**config.mk**
```make
export PLATFORM = sky130hd
export DESIGN_NAME = dbg_vtrap_ctrl
export DESIGN_NICKNAME = d
export VERILOG_FILES = /design/src/rtl/dvt_pkg.sv /design/src/rtl/dvt_cfg_regs.sv /design/src/rtl/dvt_vec_match.sv /design/src/rtl/dvt_prio.sv /design/src/rtl/dbg_vtrap_ctrl.sv
export SDC_FILE = /design/constraint.sdc
export NUM_CORES = 1
export LEC_CHECK = 0
export BUFFER_PORTS_ARGS = -buffer_cell sky130_fd_sc_hd__buf_2
export CAP_MARGIN = 20
export CORE_UTILIZATION = 42
export CTS_CLUSTER_SIZE = 30
export DETAILED_ROUTE_END_ITERATION = 8
export GPL_TIMING_DRIVEN = 0
export PLACE_DENSITY_LB_ADDON = 0.05
export SLEW_MARGIN = 20
export SYNTH_ARGS = -nofsm -noshare
export SYNTH_HDL_FRONTEND = slang
export SYNTH_HIERARCHICAL = 1
export SYNTH_SLANG_ARGS = --single-unit
```
**constraint.sdc**
```tcl
create_clock -name clk -period 2.2 [get_ports clk]
set_input_delay 0.33 -clock clk [delete_from_list [all_inputs] [get_ports clk]]
set_output_delay 0.33 -clock clk [all_outputs]
set_load 0.02 [all_outputs]
```
**src/rtl/dvt_pkg.sv**
```systemverilog
package dvt_pkg;

    localparam int NVEC   = 7;
    localparam int NCAUSE = 6;

    typedef enum logic [2:0] {
        MOE_RESET  = 3'b000,
        MOE_IBRK   = 3'b001,
        MOE_DBRK   = 3'b010,
        MOE_SWBRK  = 3'b011,
        MOE_EXT    = 3'b100,
        MOE_VTRAP  = 3'b101,
        MOE_TBFULL = 3'b110
    } moe_e;

    typedef enum logic [2:0] {
        S_INRST,
        S_RSTTRAP,
        S_RUN,
        S_PEND,
        S_SDS
    } vt_state_e;

    // Byte offset of exception vector k; slot 0x14 is not a vector.
    function automatic int vec_offset(input int k);
        return (k < 5) ? 4 * k : 4 * (k + 1);
    endfunction

    // Code for cause index i, ordered from highest priority (0) downwards.
    function automatic moe_e cause_code(input logic [2:0] i);
        unique case (i)
            3'd0:    return MOE_VTRAP;
            3'd1:    return MOE_IBRK;
            3'd2:    return MOE_DBRK;
            3'd3:    return MOE_SWBRK;
            3'd4:    return MOE_EXT;
            default: return MOE_TBFULL;
        endcase
    endfunction

endpackage

```
**src/rtl/dvt_cfg_regs.sv**
```systemverilog
module dvt_cfg_regs #(
    parameter int NVEC = dvt_pkg::NVEC,
    localparam int CFG_W  = NVEC + 3,
    localparam int CLR_BIT = NVEC + 2
) (
    input  logic             clk,
    input  logic             por_n,
    input  logic             we,
    input  logic [CFG_W-1:0] wdata,
    input  logic             sa_set,
    output logic             ge_q,
    output logic             hm_q,
    output logic [NVEC-1:0]  trap_q,
    output logic             sticky_q
);

    always_ff @(posedge clk or negedge por_n) begin
        if (!por_n) begin
            ge_q   <= 1'b0;
            hm_q   <= 1'b0;
            trap_q <= '0;
        end else if (we) begin
            ge_q   <= wdata[0];
            hm_q   <= wdata[1];
            trap_q <= wdata[NVEC+1:2];
        end
    end

    always_ff @(posedge clk or negedge por_n) begin
        if (!por_n)
            sticky_q <= 1'b0;
        else if (sa_set)
            sticky_q <= 1'b1;
        else if (we && wdata[CLR_BIT])
            sticky_q <= 1'b0;
    end

endmodule

```
**src/rtl/dvt_vec_match.sv**
```systemverilog
module dvt_vec_match #(
    parameter int AW   = 32,
    parameter int NVEC = dvt_pkg::NVEC
) (
    input  logic            fetch_valid,
    input  logic [AW-1:0]   fetch_addr,
    input  logic            ge,
    input  logic            hm,
    input  logic [NVEC-1:1] trap_en,
    output logic            hit
);

    logic [NVEC-1:1] hit_k;

    for (genvar k = 1; k < NVEC; k++) begin : g_vec
        localparam logic [AW-1:0] VADDR = AW'(dvt_pkg::vec_offset(k));
        assign hit_k[k] = fetch_valid && (fetch_addr == VADDR) && trap_en[k];
    end

    assign hit = ge && hm && (|hit_k);

endmodule

```
**src/rtl/dvt_prio.sv**
```systemverilog
module dvt_prio #(
    parameter int NC = dvt_pkg::NCAUSE
) (
    input  logic [NC-1:0]     cause,
    output logic              any,
    output dvt_pkg::moe_e     code
);

    logic [2:0] sel;

    always_comb begin
        sel = 3'd0;
        for (int i = NC - 1; i >= 0; i--) begin
            if (cause[i]) sel = 3'(i);
        end
    end

    assign any  = |cause;
    assign code = dvt_pkg::cause_code(sel);

endmodule

```
**src/rtl/dbg_vtrap_ctrl.sv**
```systemverilog
module dbg_vtrap_ctrl #(
    parameter int AW   = 32,
    parameter int NVEC = dvt_pkg::NVEC,
    localparam int CFG_W   = NVEC + 3,
    localparam int CLR_BIT = NVEC + 2
) (
    input  logic             clk,
    input  logic             por_n,
    input  logic             core_rst_i,
    input  logic             cfg_we_i,
    input  logic [CFG_W-1:0] cfg_wdata_i,
    input  logic             fetch_valid_i,
    input  logic [AW-1:0]    fetch_addr_i,
    input  logic             ibrk_i,
    input  logic             dbrk_i,
    input  logic             swbrk_i,
    input  logic             extbrk_i,
    input  logic             tbfull_i,
    input  logic             dabort_i,
    input  logic             sdbg_i,
    output logic             dbg_req_o,
    output logic [2:0]       moe_o,
    output logic             sticky_abort_o
);
    import dvt_pkg::*;

    logic            ge_q, hm_q, sticky_q;
    logic [NVEC-1:0] trap_q;
    logic            sa_set, sa_clr_wr;
    logic            vt_hit;
    logic            cause_any;
    moe_e            cause_moe;
    logic [NCAUSE-1:0] causes;

    vt_state_e st_q, st_d;
    logic      fire, fire_rst;
    logic      req_q;
    moe_e      moe_q;

    // Abort seen inside special debug state is recorded, never taken.
    assign sa_set    = dabort_i && sdbg_i && hm_q;
    assign sa_clr_wr = cfg_we_i && cfg_wdata_i[CLR_BIT];

    dvt_cfg_regs #(.NVEC(NVEC)) u_cfg (
        .clk      (clk),
        .por_n    (por_n),
        .we       (cfg_we_i),
        .wdata    (cfg_wdata_i),
        .sa_set   (sa_set),
        .ge_q     (ge_q),
        .hm_q     (hm_q),
        .trap_q   (trap_q),
        .sticky_q (sticky_q)
    );

    dvt_vec_match #(.AW(AW), .NVEC(NVEC)) u_match (
        .fetch_valid (fetch_valid_i),
        .fetch_addr  (fetch_addr_i),
        .ge          (ge_q),
        .hm          (hm_q),
        .trap_en     (trap_q[NVEC-1:1]),
        .hit         (vt_hit)
    );

    assign causes = {tbfull_i, extbrk_i, swbrk_i, dbrk_i, ibrk_i, vt_hit};

    dvt_prio #(.NC(NCAUSE)) u_prio (
        .cause (causes),
        .any   (cause_any),
        .code  (cause_moe)
    );

    // Next-state and fire decision.
    always_comb begin
        st_d     = st_q;
        fire     = 1'b0;
        fire_rst = 1'b0;
        unique case (st_q)
            S_INRST: begin
                if (!core_rst_i)
                    st_d = (hm_q && trap_q[0]) ? S_RSTTRAP : S_RUN;
            end
            S_RSTTRAP: begin
                if (!sdbg_i) begin
                    fire     = 1'b1;
                    fire_rst = 1'b1;
                    st_d     = S_PEND;
                end
            end
            S_RUN: begin
                if (sdbg_i) begin
                    st_d = S_SDS;
                end else if (cause_any) begin
                    fire = 1'b1;
                    st_d = S_PEND;
                end
            end
            S_PEND: begin
                if (sdbg_i) st_d = S_SDS;
            end
            S_SDS: begin
                if (!sdbg_i) st_d = S_RUN;
            end
            default: st_d = S_INRST;
        endcase
        if (core_rst_i) begin
            st_d     = S_INRST;
            fire     = 1'b0;
            fire_rst = 1'b0;
        end
    end

    // State register.
    always_ff @(posedge clk or negedge por_n) begin
        if (!por_n) st_q <= S_INRST;
        else        st_q <= st_d;
    end

    // Output register.
    always_ff @(posedge clk or negedge por_n) begin
        if (!por_n) begin
            req_q <= 1'b0;
            moe_q <= MOE_RESET;
        end else begin
            req_q <= fire;
            if (fire) moe_q <= fire_rst ? MOE_RESET : cause_moe;
        end
    end

    assign dbg_req_o      = req_q;
    assign moe_o          = moe_q;
    assign sticky_abort_o = sticky_q;

endmodule

```
* After elaboration in Yosys (flattened, before gate mapping)
Index checks and enable logic that the tools add are counted.
** Storage, ports and cells
- Register bits after elaboration :: 17
- Latch bits :: 0
- Bits in writable memories :: 0
- Bits in read-only memories :: 0
- Output and inout port bits :: 5
- Word-level logic and storage cells :: 74
- Memories :: 0
** Cells by class
- Add/sub/neg operators :: 0
- Multiply operators :: 0
- Div/mod/pow operators :: 0
- $lt $le $gt $ge :: 0
- Eq/ne operators :: 18
- Shift-type cells :: 0
- Multiplexer cells :: 25
- Bitwise gates (word level) :: 0
- Reductions and logical operators :: 24
** Operator list (count)
- $eq 32x5->1 const B :: 3
- $eq 32x4->1 const B :: 2
- $mux 3 :: 13
- $eq 32x3->1 const B :: 1
- $pmux 3 s5 :: 2
- $logic_and 1x1->1 :: 18
- $eq 3x2->1 const B :: 4
- $reduce_or 6->1 :: 2
- $ne 3x3->1 const B :: 3
- $mux 1 :: 8
- $eq 3x1->1 const B :: 2
- $eq 3x3->1 const B :: 2
- $logic_not 3->1 :: 2
- $ne 4x4->1 const B :: 1
- $reduce_and 4->1 :: 1
- $mux 2 :: 1
- $pmux 1 s2 :: 1
- $reduce_bool 2->1 :: 1

* Longest topological paths before layout
Gate-level depths: netlist (run 1).
- Word-level depth :: 10
- Depth in mapped cells :: 8
- Mapped depth without buffers :: 8

* Cells and area by module
Netlist (run 1), hierarchy kept.
** By module, submodules not included
- dvt_cfg_regs :: instances 1, cells an instance 22, area an instance 407.9 um^2, sequential area each 250.2 um^2
- dbg_vtrap_ctrl :: instances 1, cells an instance 40, area an instance 375.4 um^2, sequential area each 175.2 um^2
- dvt_vec_match :: instances 1, cells an instance 16, area an instance 131.4 um^2, sequential area each 0.0 um^2
- dvt_prio :: instances 1, cells an instance 10, area an instance 62.6 um^2, sequential area each 0.0 um^2

* Worst setup path before layout (run 1)
No wires, ideal clock.
- Path kind :: input-to-reg
- Start :: input port fetch_addr_i[2]
- End :: register moe_q[0] (netlist: moe_o[0])
- Arrival :: 1.769 ns
- Data required time :: 2.079 ns
- Path slack :: 0.310 ns
- Stages :: 8
- Path buffers :: 0
- Cell sequence :: nand2b_1 -> mux4_2 -> nor3_2 -> nor2_2 -> nand3_1 -> a21oi_1 -> or2_4 -> a22o_1
** Between the ends
- Longest elaborated chain between the ends :: 10
- Elaborated cells between the ends (all ways) :: 33
- Classes of those cells :: eq/ne (10); mux (7); reduce/logical (16)
** Ends and longest elaborated chain
- start, declared :: RTL line dbg_vtrap_ctrl.sv:13 : input logic [AW-1:0] fetch_addr_i,
- $eq 32x3->1 (tied with other cells) :: RTL line dvt_vec_match.sv:17 : assign hit_k[k] = fetch_valid && (fetch_addr == VADDR) && trap_en[k];
- $logic_and 1x1->1 (2 in a row) :: RTL line dvt_vec_match.sv:17
- $reduce_or 6->1 (*) :: RTL line dvt_vec_match.sv:20 : assign hit = ge && hm && (|hit_k);
- $logic_and 1x1->1 (*) :: RTL line dvt_vec_match.sv:20
- via vt_hit :: RTL line dbg_vtrap_ctrl.sv:30 : logic vt_hit;
- $reduce_or 6->1 (*) :: RTL line dvt_prio.sv:18 : assign any = |cause;
- via cause_any :: RTL line dbg_vtrap_ctrl.sv:31 : logic cause_any;
- $mux 1 (*) :: RTL line dbg_vtrap_ctrl.sv:93 : end else if (cause_any) begin
- $mux 1 (*) :: RTL line dbg_vtrap_ctrl.sv:91 : if (sdbg_i) begin
- $pmux 1 s2 (*) :: RTL line dbg_vtrap_ctrl.sv:78 : unique case (st_q)
- $mux 1 (*) :: RTL line dbg_vtrap_ctrl.sv:106 : if (core_rst_i) begin
- end signal, assigned :: RTL line dbg_vtrap_ctrl.sv:126 : if (fire) moe_q <= fire_rst ? MOE_RESET : cause_moe;
- end, declared :: RTL line dbg_vtrap_ctrl.sv:38 : moe_e moe_q;
The timed path passes the listed nets; every way through them passes the cells marked *.
A chain may end at the register's enable or synchronous reset.

* Final worst setup path (run 1)
- Start :: register u_cfg.trap_q[6]
- End :: register st_q[0]
** Between the ends
- Longest elaborated chain between the ends :: 6
** Ends and longest elaborated chain
- start, declared :: RTL line dvt_cfg_regs.sv:13 : output logic [NVEC-1:0] trap_q,
- start signal, assigned :: RTL line dvt_cfg_regs.sv:25 : trap_q <= wdata[NVEC+1:2];
- $logic_and 1x1->1 :: RTL line dvt_vec_match.sv:17
- $reduce_or 6->1 :: RTL line dvt_vec_match.sv:20
- $logic_and 1x1->1 :: RTL line dvt_vec_match.sv:20
- via vt_hit :: RTL line dbg_vtrap_ctrl.sv:30
- $reduce_or 6->1 :: RTL line dvt_prio.sv:18
- via cause_any :: RTL line dbg_vtrap_ctrl.sv:31
- $ne 4x4->1 (no source line)
- $reduce_and 4->1 (no source line)
- end signal, assigned :: RTL line dbg_vtrap_ctrl.sv:116 : else st_q <= st_d;
- end, declared :: RTL line dbg_vtrap_ctrl.sv:35 : vt_state_e st_q, st_d;
The timed path passes the listed nets, and every way through them passes these cells.

==> qor.txt, run 1 <==
slowest stage delay, CP -> 0.48 ns
Final min period -> 2.073 ns
highest-count cells in the layout ignoring fill and taps -> 57 x buf_2, 17 x dfrtp_1, 10 x nand2_1
top cell type's share of synthesized area -> 43.53%
sequential fraction of the synthesis area -> 43.53%
FMAX -> 482.4 MHz
Mean Syn Cell Area -> 11.10 um2
largest family of logic cells by synthesized area -> simple AND/OR/NAND/NOR gates
Post-route DRC -> 0
register area -> 425.4 um2
Pleak -> 0.6745 nW
Synthesis Warnings -> 6
root buf cell -> clkbuf_4
Final setup viols -> 0
Netlist Area Pre-Place -> 977.2 um2
FP Rows -> 17
Die Y-Extent -> 50.24 um
post-synth cell types -> 36
post-synthesis cell count -> 88
share of synthesized area spent on multiplexers -> 19.33%
Vias/cell -> 5.185
CP Data Required Time -> 2.37 ns
worst path arrival time -> 2.25 ns
CTS tree -> built
First DRT Iteration DRCs -> 6
Crit. End Element -> flip-flop
Routed WL -> 2.248 mm
most common cell after layout, fill and taps aside -> buf_2
Yosys reg bits -> 17
Max-Cap Viols -> 0
Die Wd -> 50.24 um
peak supply drop -> 394.6 uV
cell taking the most area after synthesis -> dfrtp_1
Clock transition at path regs -> 0.10 ns
Multi-input gate area -> 535.5 um2
DP HPWL -> 1.752 mm
worst hold path class -> input port to flip-flop
Setup CP Type -> flip-flop to flip-flop
Clock Latency Late Sink -> 0.28 ns
CTS Buffer Depth -> 2
pin count of the biggest net entering global routing -> 18
Ant. Diodes -> 0
Synth Net Count -> 142
critical-path maximum fanout -> 5
CP Launch Type -> flip-flop
Pre-antenna DRT Iters -> 4
simple-gate share of the synthesized area -> 21.25%
total gr overflow -> 0
top cells by area, synth -> dfrtp_1 44%, mux2_4 14%, nand2_1 3.8%, nor4_1 3.8%, mux4_2 2.3%
die area -> 0.002524 mm2
vias in the first global route -> 839
Worst Hold Path Cells -> 2
IO buf count -> 57
Area Growth Syn to Fin -> 37.26%
Final Util -> 60.63%
worst-margin pin slew -> 0.4543 ns
relative slew slack -> 69.72%
Final Skew -> 0.002815 ns
Placer Congestion -> 0.7248
xor/xnor share of the synthesized area -> 0%
Reg2Reg Depth -> 8
worst-path cell chain -> mux2i_1, mux4_2, nor3_2, nor2_2, nand3_1, a21oi_1, o21a_1, a2111oi_2
status -> complete, no violations
H-tree depth -> 1
Max Slew Vio Count -> 0
Boundary Pins -> 59
clk sinks -> 17
Final #Nets -> 205
DR vias -> 923
final worst-path cycle share -> 94.23%
Power Density -> 640.8 mW/mm2
Synth Area in Compound Gates -> 13.57%
global-route wire length before repair -> 3.456 mm
DR WL/cell -> 12.63 um
Initial Util -> 44.17%
Final Hold Viols -> 0
Num CTS Buffers -> 3
Layout fillers -> 208
core area -> 0.002212 mm2
share of layout cells above drive strength 1 -> 53.33%
dpl cells -> 173
Synth Area in Adders -> 0%
post-route ant nets -> 0
CP max-delay cell -> mux4_2
initial antenna violation count -> 0
Total GRT Usage -> 18.32%
final cell count without fillers -> 178
==> registers in the layout, indices dropped and copies added (netlist names) <==
register / count
moe_o: 3
u_cfg/hm_q: 1
u_cfg/trap_q: 7
st_q: 3
u_cfg/sticky_q: 1
u_cfg/ge_q: 1
dbg_req_o: 1
==> final cells by class <==
cell class,count,area share (%)
Multi-Input combinational cell,67,39.93
Clock inverter,1,0.3731
Buffer,3,1.399
Timing Repair Buffer,58,22.01
Sequential cell,17,31.72
Tap cell,28,2.612
Inverter,1,0.2798
Clock buffer,3,1.679
==> stage by stage <==
step,worst slack [ns],setup TNS [ns],power (mW),hold slack [ns],cell area (um2)
2_1_floorplan,0.3104,0,0.5810,0.03441,977.2
3_3_place_gp,-0.01730,-0.02288,0.6860,0.2729,1297
3_5_place_dp,-0.08699,-0.1121,0.6956,0.2712,1297
4_1_cts,0.05363,0,0.8618,0.2170,1335
5_1_grt,-0.02079,-0.02079,0.9160,0.2440,1341
6_report,0.1270,0,0.8595,0.2437,1341
==> critical path: cells and delay by family, from the launching register on <==
kind               cells  cell delay (ns)
muxes                  2             0.55
and+or+nand+nor        3             0.42
DFF                    1             0.37
AOI/OAI and AO/OA      3             0.61
==> cell families (layout without fill, tap and decap cells) <==
kind of cell | Yosys count | after routing
AND/OR/NAND/NOR | 36 | 36
AO/OA/AOI/OAI | 18 | 18
flip-flops | 17 | 17
multiplexers | 13 | 13
buffers and inverters | 4 | 66
==> report_power, final <==
part           switching (mW)  internal, mW
clock                  0.0964        0.0675
combinational           0.140         0.151
sequential             0.0387         0.366
total                   0.275         0.584
==> final timing paths <==
kind / from / slack (ns) / end
max in group asynchronous: por_n / 1.45 / u_cfg/trap_q[2]
min in group asynchronous: por_n / 0.48 / u_cfg/ge_q
worst max-delay path: u_cfg/trap_q[6] / 0.13 / st_q[0]
worst max register to register: u_cfg/trap_q[6] / 0.13 / st_q[0]
worst min register to register: u_cfg/sticky_q / 0.49 / u_cfg/sticky_q
worst min-delay path: core_rst_i / 0.24 / st_q[1]
==> layer usage <==
metal | share of wire, % | global-route usage (%) | wire length (um) | vias up
li1 | - | - | - | 458
met1 | 42 | 22.39 | 950 | 412
met2 | 49 | 31.56 | 1096 | 51
met3 | 8.1 | 2.424 | 183 | 2
met4 | 0.76 | 8.571 | 17 | 0
met5 | 0 | 0 | 0 | -
==> synth_stat cells (all sizes together) <==
master   number
dfrtp        17
mux2         10
nand2        10
nor4          6
nor2          5
a21oi         3
a22o          3
o21ai         3
o31ai         3
clkbuf        2
mux2i         2
nand2b        2
nand4         2
nor3          2
nor3b         2
or2           2
a2111oi       1
a211oi        1
a21boi        1
a21o          1
and3          1
buf           1
inv           1
mux4          1
nand3         1
nor4b         1
nor4bb        1
o21a          1
o21ba         1
or3           1
==> repair_timing <==
action | 4_1_cts | 5_1_grt
buffers inserted | 0 | 0
hold buffers | 1 | 0
gates resized for setup | 0 | 2
setup endpoints to repair | 0 | 1
hold endpoints to repair | 17 | 0
(Power assumes the default switching activity.)
==> run 2: changes to the inputs <==
--- a/config.mk
+++ b/config.mk
@@ -7,13 +7,13 @@
 export LEC_CHECK = 0
 export BUFFER_PORTS_ARGS = -buffer_cell sky130_fd_sc_hd__buf_2
 export CAP_MARGIN = 20
-export CORE_UTILIZATION = 42
+export CORE_UTILIZATION = 43
 export CTS_CLUSTER_SIZE = 30
 export DETAILED_ROUTE_END_ITERATION = 8
 export GPL_TIMING_DRIVEN = 0
 export PLACE_DENSITY_LB_ADDON = 0.05
+export SKIP_LAST_GASP = 1
 export SLEW_MARGIN = 20
 export SYNTH_ARGS = -nofsm -noshare
 export SYNTH_HDL_FRONTEND = slang
-export SYNTH_HIERARCHICAL = 1
 export SYNTH_SLANG_ARGS = --single-unit
==> qor.txt, run 2 <==
top-count cell post-synth -> dfrtp_1
Tot Pwr -> 0.9879 mW
Final Hold Viols -> 0
relative slew slack -> 66.41%
reg-to-reg slack, setup -> 0.48 ns
Hold Slack -> 0.2614 ns
Final Skew -> 0.007892 ns
Placer Congestion -> 0.9003
highest-count cells in the layout ignoring fill and taps -> 57 x buf_2, 17 x dfrtp_1, 11 x mux2_2
slowest stage delay, CP -> 0.47 ns
Ant. Diodes -> 0
Crit. End Element -> flip-flop
Routed WL -> 2.284 mm
initial antenna violation count -> 0
CP max-delay cell -> nor4_4
Clock Latency Late Sink -> 0.30 ns
total gr overflow -> 0
TNS Setup -> 0 ns
Synth Flop Type -> dfrtp_1
DP HPWL -> 1.901 mm
IO buf count -> 57
worst hold path class -> input port to flip-flop
Pre-antenna DRT Iters -> 4
Max-Cap Viols -> 0
Layout fillers -> 208
max FFs per register -> 7
number of flops mapped to enable cells by yosys -> 0
status -> complete, no violations
First DRT Iteration DRCs -> 13
pin count of the biggest net entering global routing -> 18
Final setup viols -> 0
worst-margin pin slew -> 0.5039 ns
Multi-input gate area -> 561.8 um2
Die Wd -> 50.73 um
CP bufs+invs -> 0
Finished Cell Area -> 0.001379 mm2
Clock transition at path regs -> 0.11 ns
sequential fraction of the synthesis area -> 41.67%
CP Launch Type -> flip-flop
Die Y-Extent -> 50.73 um
Total GRT Usage -> 20.01%
Power Density -> 716.5 mW/mm2
FP Rows -> 17
core area -> 0.002233 mm2
Synthesis Warnings -> 0
FMAX -> 580.0 MHz
most common cell after layout, fill and taps aside -> buf_2
peak supply drop -> 452.6 uV
Mean Syn Cell Area -> 10.21 um2
Post-synth top cells -> 17 x dfrtp_1, 11 x mux2_2, 6 x inv_1, 6 x nor4_1
Post-route DRC -> 0
post-route ant nets -> 0
Max Slew Vio Count -> 0
worst-path cell chain -> and4bb_2, nand4_1, nor4_4, nor2_2, o311ai_2
Placed Area -> 0.001341 mm2
top cells by area, synth -> dfrtp_1 42%, mux2_2 12%, nor4_1 3.7%, a221oi_2 2.9%, nand4_1 2.5%
register area -> 425.4 um2
Initial Util -> 45.71%
vias in the first global route -> 1021
CP Data Required Time -> 2.41 ns
critical-path maximum fanout -> 7
postcts setup bufs -> 0
post-synthesis cell count -> 100
Boundary Pins -> 59
post-synth cell types -> 31
share of layout cells above drive strength 1 -> 48.77%
final worst-path cycle share -> 78.37%
Final min period -> 1.724 ns
FFs w/ async S/R, synth -> 100.0%
Crit path max-delay family -> simple AND/OR/NAND/NOR gates
cell taking the most area after synthesis -> dfrtp_1
Vias/cell -> 5.395
die area -> 0.002573 mm2
Synth Net Count -> 154
Num CTS Buffers -> 3
DR vias -> 1025
H-tree depth -> 1
Top reg by flops -> u_cfg.trap_q
clk sinks -> 17
global-route wire length before repair -> 3.808 mm
Final #Nets -> 217
unrepaired setup endpoints after global routing -> false
Yosys reg bits -> 17
Area Growth Syn to Fin -> 35.05%
root buf cell -> clkbuf_4
Netlist Area Pre-Place -> 0.001021 mm2
CTS tree -> built
DR WL/cell -> 12.02 um
CTS Buffer Depth -> 2
worst path arrival time -> 1.94 ns
Pleak -> 0.6466 nW
Setup CP Type -> flip-flop to flip-flop
PostCTS Resize Cnt -> 0
top cell type's share of synthesized area -> 41.67%
## run 2: cell count changes in the layout (fill, tap and decap cells not counted), sizes merged, moves of 3 or more
cell and delta:
a22o -3, inv +5, nand2 -5, nor2b +3, nor3 +3, o211ai +3
o31ai -3
## run 2: power breakdown
| group | leakage (nW) | switching, mW | internal [mW] |
|---|---|---|---|
| Combinational | 0.421 | 0.211 | 0.183 |
| Clock | 0.0177 | 0.106 | 0.0678 |
| Sequential | 0.208 | 0.0420 | 0.378 |
| Total | 0.647 | 0.359 | 0.629 |
## run 2: worst reg2reg max path, stage by stage, from the launching register on
cell and delay (ns):
dfrtp_1 0.41, and4bb_2 0.23, nand4_1 0.15, nor4_4 0.47, nor2_2 0.10, o311ai_2 0.27
## run 2: cell families after synthesis
kind of cell | count (synthesis) | synth area share [%]
and+or+nand+nor | 41 | 24.39
AOI/OAI and AO/OA | 19 | 15.56
DFF | 17 | 41.67
muxes | 13 | 14.22
buffers and inverters | 9 | 3.309
xor gates and xnor gates | 1 | 0.8580
## run 2: final timing paths
path                                start              end  depth (start not counted)
max reg2reg                    u_cfg.hm_q          st_q[0]                          5
min                        cfg_wdata_i[6]  u_cfg.trap_q[4]                          2
max                            u_cfg.hm_q          st_q[0]                          5
max in group asynchronous           por_n       u_cfg.ge_q                          2
min in group asynchronous           por_n          st_q[2]                          2
min reg2reg                    u_cfg.ge_q       u_cfg.ge_q                          1
## run 2: layer usage
layer	vias up	global-route usage, %	wire, um
met4	0	10.19	34
li1	513	-	-
met5	-	0	0
met1	470	20.72	967
met2	37	36.22	1120
met3	5	5.758	162
## run 2: cell type report
type | instances | area share (%)
multi-input cells | 74 | 40.74
flip-flops and latches | 17 | 30.85
repair buffers | 58 | 21.42
well taps | 28 | 2.541
clock buffers | 3 | 1.633
inverters | 6 | 1.633
plain buffers | 3 | 0.8167
clock inverters | 1 | 0.3630
## run 2: stage by stage
stage,cells,worst slack (ns),util [%]
detailed placement,185,0.3283,60.06
global placement,185,0.3256,60.06
global route,190,0.2986,61.74
CTS,190,0.4433,61.74
finish,190,0.4759,61.74
floorplan,100,0.6522,-
## run 2: repair_timing
item,CTS,global route
hold endpoints to repair,17,0
endpoints found under the setup margin,0,0
hold buffers,1,0
